## config.mk

```make
export PLATFORM = sky130hd
export DESIGN_NAME = ldst_addr_gen
export DESIGN_NICKNAME = d
export VERILOG_FILES = /design/src/rtl/agu_pkg.sv /design/src/rtl/agu_offset_shifter.sv /design/src/rtl/agu_addr_sum.sv /design/src/rtl/agu_lane_steer.sv /design/src/rtl/agu_load_align.sv /design/src/rtl/ldst_addr_gen.sv
export SDC_FILE = /design/constraint.sdc
export NUM_CORES = 1
export LEC_CHECK = 0
export ABC_AREA = 1
export BUFFER_PORTS_ARGS = -buffer_cell sky130_fd_sc_hd__buf_2
export CORE_UTILIZATION = 40
export DETAILED_ROUTE_END_ITERATION = 12
export PLACE_DENSITY_LB_ADDON = 0.2
export SETUP_SLACK_MARGIN = 0.15
export SYNTH_ARGS = -nofsm -noshare
export SYNTH_HDL_FRONTEND = slang
export SYNTH_SLANG_ARGS = --single-unit
export TNS_END_PERCENT = 50
```

## constraint.sdc

```tcl
create_clock -name clk -period 6.7 [get_ports clk]
set_clock_uncertainty 0.2 [all_clocks]
set_input_delay 0.335 -clock clk [delete_from_list [all_inputs] [get_ports clk]]
set_output_delay 0.335 -clock clk [all_outputs]
set_load 0.01 [all_outputs]
```

## src/rtl/agu_pkg.sv

```systemverilog
// Shared types for the load/store address generator.
package agu_pkg;
    typedef enum logic [1:0] {
        AM_PRE    = 2'd0,
        AM_PRE_WB = 2'd1,
        AM_POST   = 2'd2,
        AM_PC_REL = 2'd3
    } addr_mode_e;
endpackage

```

## src/rtl/agu_offset_shifter.sv

```systemverilog
// Logical shifter for the register offset.
// Assumes a shift amount narrower than log2 of the data width plus one.
module agu_offset_shifter #(
    parameter int DW = 32,
    parameter int SW = 5
) (
    input  logic [DW-1:0] din,
    input  logic [SW-1:0] amt,
    input  logic          right,
    output logic [DW-1:0] dout
);
    // Shift left or right with zero fill; an amount of 0 leaves the value as is.
    always_comb begin
        dout = right ? (din >> amt) : (din << amt);
    end
endmodule

```

## src/rtl/agu_addr_sum.sv

```systemverilog
// Forms the access address and the base update value from one adder.
// Assumes the offset has already been selected and zero-extended.
module agu_addr_sum
    import agu_pkg::*;
#(
    parameter int AW       = 32,
    parameter int PC_AHEAD = 8
) (
    input  addr_mode_e    mode,
    input  logic [AW-1:0] base,
    input  logic [AW-1:0] pc,
    input  logic [AW-1:0] offset,
    input  logic          sub,
    output logic [AW-1:0] addr,
    output logic [AW-1:0] upd,
    output logic          upd_req
);
    logic [AW-1:0] src;
    logic [AW-1:0] moved;

    // Choose the operand being indexed: the pipelined PC or the base.
    always_comb begin
        src = (mode == AM_PC_REL) ? (pc + AW'(PC_AHEAD)) : base;
    end

    // Apply the offset in the selected direction.
    always_comb begin
        moved = sub ? (src - offset) : (src + offset);
    end

    // Pick the address/update pair for the mode.
    always_comb begin
        addr    = (mode == AM_POST) ? src : moved;
        upd     = moved;
        upd_req = (mode == AM_PRE_WB) || (mode == AM_POST);
    end
endmodule

```

## src/rtl/agu_lane_steer.sv

```systemverilog
// Byte-lane enables and the alignment check for one access.
// Assumes little-endian lanes: lane i holds bits [8i+7:8i].
module agu_lane_steer #(
    parameter int LANES = 4,
    parameter int LB    = $clog2(LANES)
) (
    input  logic             byte_acc,
    input  logic [LB-1:0]    addr_lo,
    output logic [LANES-1:0] mask,
    output logic             misalign
);
    // One lane for a byte, all lanes for a word.
    always_comb begin
        mask = byte_acc ? (LANES'(1) << addr_lo) : {LANES{1'b1}};
    end

    // A word access must start on a lane-0 boundary.
    always_comb begin
        misalign = !byte_acc && (addr_lo != '0);
    end
endmodule

```

## src/rtl/agu_load_align.sv

```systemverilog
// Moves the addressed byte of a returned word to the low byte, zero-filled.
// Assumes the lane and size come from the registered request.
module agu_load_align #(
    parameter int DW    = 32,
    parameter int LANES = DW / 8,
    parameter int LB    = $clog2(LANES)
) (
    input  logic          byte_acc,
    input  logic [LB-1:0] lane,
    input  logic [DW-1:0] rdata,
    output logic [DW-1:0] dout
);
    logic [7:0] lane_byte [LANES];

    // Split the word into its lanes.
    for (genvar g = 0; g < LANES; g++) begin : g_lane
        assign lane_byte[g] = rdata[8*g +: 8];
    end

    // Word passes through; a byte is zero-extended from its lane.
    always_comb begin
        dout = byte_acc ? {{(DW-8){1'b0}}, lane_byte[lane]} : rdata;
    end
endmodule

```

## src/rtl/ldst_addr_gen.sv

```systemverilog
// Load/store address generator: one registered stage producing the access
// address, the base update, the lane enables and the alignment flag.
// Assumes byte addressing and little-endian lanes.
module ldst_addr_gen
    import agu_pkg::*;
#(
    parameter int AW       = 32,
    parameter int IMM_W    = 12,
    parameter int SH_W     = 5,
    parameter int PC_AHEAD = 8,
    localparam int LANES   = AW / 8,
    localparam int LB      = $clog2(LANES)
) (
    input  logic             clk,
    input  logic             rst_n,
    input  logic             req_valid,
    input  logic [1:0]       addr_mode,
    input  logic [AW-1:0]    base_val,
    input  logic [AW-1:0]    pc_val,
    input  logic [AW-1:0]    offs_reg,
    input  logic [IMM_W-1:0] imm_offs,
    input  logic             use_reg_offs,
    input  logic             offs_sub,
    input  logic             shift_right,
    input  logic [SH_W-1:0]  shift_amt,
    input  logic             is_byte,
    input  logic [AW-1:0]    mem_rdata,
    output logic             out_valid,
    output logic [AW-1:0]    eff_addr,
    output logic [AW-1:0]    wb_value,
    output logic             wb_en,
    output logic [LANES-1:0] lane_mask,
    output logic             align_err,
    output logic [AW-1:0]    load_data
);
    addr_mode_e       mode;
    logic [AW-1:0]    shifted;
    logic [AW-1:0]    offset;
    logic [AW-1:0]    addr_c;
    logic [AW-1:0]    upd_c;
    logic             upd_req_c;
    logic [LANES-1:0] mask_c;
    logic             mis_c;
    logic             byte_q;
    logic [LB-1:0]    lane_q;

    assign mode = addr_mode_e'(addr_mode);

    agu_offset_shifter #(.DW(AW), .SW(SH_W)) u_shift (
        .din   (offs_reg),
        .amt   (shift_amt),
        .right (shift_right),
        .dout  (shifted)
    );

    // Register offset only outside PC-relative mode, else the immediate.
    always_comb begin
        if (use_reg_offs && (mode != AM_PC_REL)) begin
            offset = shifted;
        end else begin
            offset = {{(AW-IMM_W){1'b0}}, imm_offs};
        end
    end

    agu_addr_sum #(.AW(AW), .PC_AHEAD(PC_AHEAD)) u_sum (
        .mode    (mode),
        .base    (base_val),
        .pc      (pc_val),
        .offset  (offset),
        .sub     (offs_sub),
        .addr    (addr_c),
        .upd     (upd_c),
        .upd_req (upd_req_c)
    );

    agu_lane_steer #(.LANES(LANES), .LB(LB)) u_lane (
        .byte_acc (is_byte),
        .addr_lo  (addr_c[LB-1:0]),
        .mask     (mask_c),
        .misalign (mis_c)
    );

    // Result register; flags are qualified by the request and cleared on reset.
    always_ff @(posedge clk) begin
        if (!rst_n) begin
            out_valid <= 1'b0;
            wb_en     <= 1'b0;
            align_err <= 1'b0;
            eff_addr  <= '0;
            wb_value  <= '0;
            lane_mask <= '0;
            byte_q    <= 1'b0;
            lane_q    <= '0;
        end else begin
            out_valid <= req_valid;
            wb_en     <= req_valid && upd_req_c && !mis_c;
            align_err <= req_valid && mis_c;
            eff_addr  <= addr_c;
            wb_value  <= upd_c;
            lane_mask <= mask_c;
            byte_q    <= is_byte;
            lane_q    <= addr_c[LB-1:0];
        end
    end

    agu_load_align #(.DW(AW), .LANES(LANES), .LB(LB)) u_load (
        .byte_acc (byte_q),
        .lane     (lane_q),
        .rdata    (mem_rdata),
        .dout     (load_data)
    );
endmodule

```

Yosys cells after proc, flatten, opt, wreduce, memory -nomap -nowiden
Cells that the tools add are included. Widths: inputs -> output; s select.

$add $sub $neg: 3. $mul: 0. Divide/modulo/power cells: 0. $lt $le $gt $ge: 1. Equal/unequal tests: 4. Shift-type cells: 3. Mux-type cells: 10. Bitwise operators: 1. Reductions and logical operators: 9.

Operators by type and width (count): $mux 32 (6); $add 32x32->32 (1); $add 32x4->32 const B (1); $shl 32x5->32 (1); $shr 32x5->32 (1); $sub 32x32->32 (1); $bmux 8 s2 (1); $mux 8 (2); $logic_and 1x1->1 (5); $eq 2x2->1 const B (2); $mux 4 (1); $shl 1x2->4 const A (1); $ge 3x3->1 const B (1); $not 2->3 (1); $eq 2x1->1 const B (1); $logic_not 1->1 (2); $ne 2x2->1 const B (1); $reduce_bool 2->1 (1); $logic_or 1x1->1 (1).

Register bits after elaboration: 74. Bits in latches: 0. RAM bits: 0. ROM bits: 0. Bits of input ports: 154. Output and inout port bits: 103. Word-level logic and storage cells: 39. Memories kept: 0.

Longest topological paths before layout
Depth in word-level cells: 10. Depth in mapped cells: 35. Mapped depth without buffers: 33.

Hierarchy
Synthesis repeated with hierarchy kept, for this count alone.

Cell total of the unflattened synthesis: 1956. Area, all modules: 10674.0 µm².

Modules (own cells, without submodules): agu_addr_sum (instances 1, cells an instance 885, area an instance 4521.8 µm²); agu_offset_shifter (instances 1, cells an instance 631, area an instance 3171.8 µm²); ldst_addr_gen (instances 1, cells an instance 307, area an instance 2384.8 µm²); agu_load_align (instances 1, cells an instance 122, area an instance 553.0 µm²); agu_lane_steer (instances 1, cells an instance 11, area an instance 42.5 µm²).

Worst setup path after synthesis
No wires, ideal clock.

Kind: input to register. From: in addr_mode[0]. To: reg eff_addr[30]. Data arrival time: 3.714 ns. Setup slack: 2.670 ns. Stages on the path: 31. Buffers on the path: 1. Cell sequence: ha_1 inv_2 nand2_2 inv_2 buf_2 or2_2 nand2_1 ha_1 nand2_2 nor2_2 nand2_2 nor2_4 nand2_2 nand2_4 nand2_4 nor2_2 xor2_1 inv_1 ha_1 a21oi_1 inv_1 a31oi_1 o221ai_1 a21oi_1 nand2_1 nand2_1 nand2_1 xor2_1 nand2_1 o211ai_1 inv_1.

Longest elaborated chain between the ends: 6. Elaborated cells between the ends (all ways): 10. Those cells by class: add/sub: 2; eq/ne: 3; mux: 4; reduce/logical: 1.

RTL lines: from (decl) (RTL line ldst_addr_gen.sv:17) `input logic [1:0] addr_mode,`; $ne 2x2->1 (RTL line ldst_addr_gen.sv:58) `if (use_reg_offs && (mode != AM_PC_REL)) begin`; $logic_and 1x1->1 (RTL line ldst_addr_gen.sv:58); $mux 32 (RTL line ldst_addr_gen.sv:58); $add 32x32->32 / $sub 32x32->32 (equally long branches) (RTL line agu_addr_sum.sv:28) `moved = sub ? (src - offset) : (src + offset);`; $mux 32 (RTL line agu_addr_sum.sv:28); $mux 32 * (RTL line agu_addr_sum.sv:33) `addr = (mode == AM_POST) ? src : moved;`; to (signal assigned) (RTL line ldst_addr_gen.sv:98) `eff_addr <= addr_c;`; to (decl) (RTL line ldst_addr_gen.sv:29) `output logic [AW-1:0] eff_addr,`.

Mark *: on every way between the ends. The rest lies on a longest branch, timed or not. A chain may end at the register's enable or synchronous reset.

Worst setup path in the final report
From: in shift_amt[0]. To: reg eff_addr[25].

Longest elaborated chain between the ends: 6. Elaborated cells between the ends (all ways): 8. Those cells by class: add/sub: 2; shift: 2; mux: 4.

RTL lines: from (decl) (RTL line ldst_addr_gen.sv:25) `input logic [SH_W-1:0] shift_amt,`; $shl 32x5->32 / $shr 32x5->32 (equally long branches) (RTL line agu_offset_shifter.sv:14) `dout = right ? (din >> amt) : (din << amt);`; $mux 32 * (RTL line agu_offset_shifter.sv:14); $mux 32 * (RTL line ldst_addr_gen.sv:58); $add 32x32->32 / $sub 32x32->32 (equally long branches) (RTL line agu_addr_sum.sv:28); $mux 32 * (RTL line agu_addr_sum.sv:28); $mux 32 * (RTL line agu_addr_sum.sv:33).

Marked as above.

==> results_dict.tcl <==
set metrics [dict create \
    clk_pin_slew_ps 50 \
    relSlewSlack 0.3307 \
    drt_wl_total_microns 35780 \
    cts_max_level 3 \
    die_area_sq_um 25320 \
    gr-total-overflow 0 \
    ys_seq_elements 72 \
    grt_pass1_wl_microns 56450 \
    yosys.area.top_type_share 0.2068 \
    min_to "out_valid" \
    cts_buffers 9 \
    postLayoutCoreUtil 0.4717 \
    path_max_fanout 33 \
    ys_warn_count 0 \
    power_switching_share 0.4380 \
    peakVddDrop_uv 163.0 \
    period_needed_ps 5270 \
    p_seq_frac 0.263 \
    synthToLayoutAreaGrowth_pct 15.82 \
    vias 11878 \
    initial_utilization 0.4073 \
    holdWs_ps 35.40 \
    synth-edff-count 0 \
    worstPathArrival_ps 5280 \
    die_w_microns 159.1 \
    synth_async_sr_flop_share 0 \
    synthMuxAreaShare 0.001014 \
    n_antenna_cell 0 \
    synthAdderAreaFrac 0.05524 \
    yosys.area.top_type "nand3_1" \
    outcome "finished, final reports clean" \
    synth_area_leaders "nand3_1 21%, dfxtp_1 15%, nand2_1 11%, ha_1 5.3%, nor2_1 5.1%" \
    wl_per_cell_microns 16.56 \
    start_kind "primary input" \
    die-height_microns 159.1 \
    clkPwrFrac 0.200 \
    grtUsageTotal 0.2729 \
    synth_ff_type "dfxtp_1" \
    worstHoldStart "req_valid" \
    slew_viol_final 0 \
    drive_gt1_frac 0.2320 \
    synth_top_family_by_area "simple AND/OR/NAND/NOR gates" \
    syn-instance-count 1639 \
    critPathKind "primary input to flop" \
    synth_area_sq_um 9876 \
    grt_pass1_vias 10890 \
    critPathMostFrequentCell "nand3_1" \
    cts_resized 0 \
    place_congestion 0.9852 \
    fin_crit_sh 0.7866 \
    fmax_ghz 0.1898 \
    rsz0062_at_grt "no" \
    setup_viol 0 \
    ant_nets 0 \
    firstDrtPassIters 7 \
    final_nets 2029 \
    syn_avg_cell_area_sq_um 6.025 \
    synth_fp_nets 1836 \
    cap_viol_max_count 0 \
    use_met3 0.03438 \
    cts_tree "done" \
    most-common-layout-cells "408 x nand3_1, 289 x nand2_1, 256 x buf_2, 135 x nor2_1, 132 x inv_1" \
    crit_slowest_cell "buf_2" \
    crit_required_ps 6710 \
    route.detailed.drc 0 \
    drt-vias-per-instance 5.499 \
    io-pin-count 257 \
    p_switching_uw 937.1 \
    final_common_cell "nand3_1" \
    synthXorXnorAreaFrac 0.06208 \
    num_rows 57 \
    intPower_mw 1.202 \
    grt-busiest-layer "met2" \
    finalHoldViolCount 0 \
    clkSinkCount 72 \
    timing.setup.tns_ps 0 \
    synth-simple-area-share 0.4993 \
    dp_hpwl_microns 29000 \
    hold_depth 3 \
    fillers 2616 \
    root_buffer "clkbuf_16" \
    synth-compound-area-share 0.1269 \
    grt_antenna_before_repair 0 \
    grt_max_degree 67 \
    met1_usage 0.3650 \
    grtUsageMet2 0.4466 \
    clock_path_buffers 2 \
    hold_class "primary input to flop" \
    tightest_slew_ps 1003 \
    end_kind "flop" \
    combPwrFrac 0.537 \
    power_density_nw_per_um2 187.1 \
    dr.first_iter.drc_count 1251 \
    seq_area_frac_synth 0.1460 \
    critPathMaxStageDelay_ps 520 \
    power.leakage_nw 5.948 \
    portBuffers 256 \
    coreArea_sq_um 24250 \
    synthDistinctLibCells 49 \
]
-- critical path: cells and delay by family --
kind	cells	cell delay, ps
AND/OR/NAND/NOR	18	2180
buffers and inverters	5	1100
AO/OA/AOI/OAI	4	650
adder cells (fa/ha/maj)	2	560
XOR/XNOR	2	410
-- power by group through the flow --
stage                     clock, mW  sequential (mW)  combinational, mW
after floorplan                   0            0.611              0.737
after global placement            0            0.572               1.13
after CTS                     0.435            0.562               1.14
after global routing          0.454            0.571               1.28
final                         0.428            0.562               1.15
after detailed placement          0            0.570               1.13
-- through the flow --
stage / total power [mW] / setup WS [ps] / area (sq um) / cells
2_1_floorplan: 1.347 / 2670 / 9876 / 1639
3_3_place_gp: 1.700 / 1158 / 11150 / 2144
3_5_place_dp: 1.704 / 1146 / 11150 / 2144
4_1_cts: 2.135 / 1474 / 11440 / 2160
5_1_grt: 2.300 / 985.7 / 11440 / 2160
6_report: 2.140 / 1430 / 11440 / 2160
-- synthesized netlist by cell type (all sizes together) (3+ instances only) --
library cell / instances
nand3: 451
nand2: 341
nor2: 148
inv: 146
o21ai: 96
a21oi: 92
dfxtp: 72
buf: 52
xor2: 48
ha: 42
clkbuf: 36
xnor2: 22
nand4: 19
o211ai: 15
or2: 13
nor3: 12
a31oi: 7
nor4: 4
o31ai: 4
o21a: 3
o221ai: 3
-- sequential cells by signal, indices dropped and copies added, names as in the netlist --
| name | count |
|---|---|
| wb_en | 1 |
| wb_value | 32 |
| align_err | 1 |
| byte_q | 1 |
| lane_mask | 4 |
| eff_addr | 32 |
| out_valid | 1 |
-- metal layers --
layer  up-vias  share of wire  routed length [microns]
met1      5339           0.44                    15880
met3        85          0.070                     2512
li1       5918              -                        -
met2       536           0.45                    16100
met4         0          0.036                     1287
met5         -              0                        0
-- what timing repair did --
item	4_1_cts	5_1_grt
buffers inserted	0	0
hold buffers	1	0
setup endpoints to repair	0	0
endpoints found under the hold margin	1	0
-- logic make-up after synthesis --
| kind of cell | after synthesis |
|---|---|
| AO/OA/AOI/OAI | 227 |
| adder cells (fa/ha/maj) | 43 |
| flip-flops | 72 |
| XOR/XNOR | 70 |
| multiplexers | 1 |
| buffers and inverters | 236 |
| AND/OR/NAND/NOR | 990 |
-- area by class of cell --
| class | count | area [sq um] | area share |
|---|---|---|---|
| Sequential cell | 72 | 1441 | 0.1260 |
| Clock buffer | 12 | 256.5 | 0.02242 |
| Multi-Input combinational cell | 1331 | 7353 | 0.6429 |
| Inverter | 148 | 563.0 | 0.04922 |
| Clock inverter | 3 | 17.52 | 0.001531 |
| Timing Repair Buffer | 270 | 1401 | 0.1225 |
| Tap cell | 324 | 405.4 | 0.03544 |
-- how the worst max path moves through the flow --
| stage | from | cells past startpoint | endpoint | slack [ps] |
|---|---|---|---|---|
| 6_report | shift_amt[0] | 31 | eff_addr[25] | 1430 |
| 5_1_grt | shift_amt[0] | 32 | eff_addr[25] | 990 |
| 4_1_cts | shift_amt[0] | 31 | eff_addr[25] | 1470 |
| 3_5_place_dp | shift_amt[0] | 31 | eff_addr[25] | 1150 |
| 3_3_place_gp | shift_amt[0] | 31 | eff_addr[25] | 1160 |
| 2_1_floorplan | addr_mode[0] | 31 | eff_addr[30] | 2670 |
(Power assumes the default switching activity.)
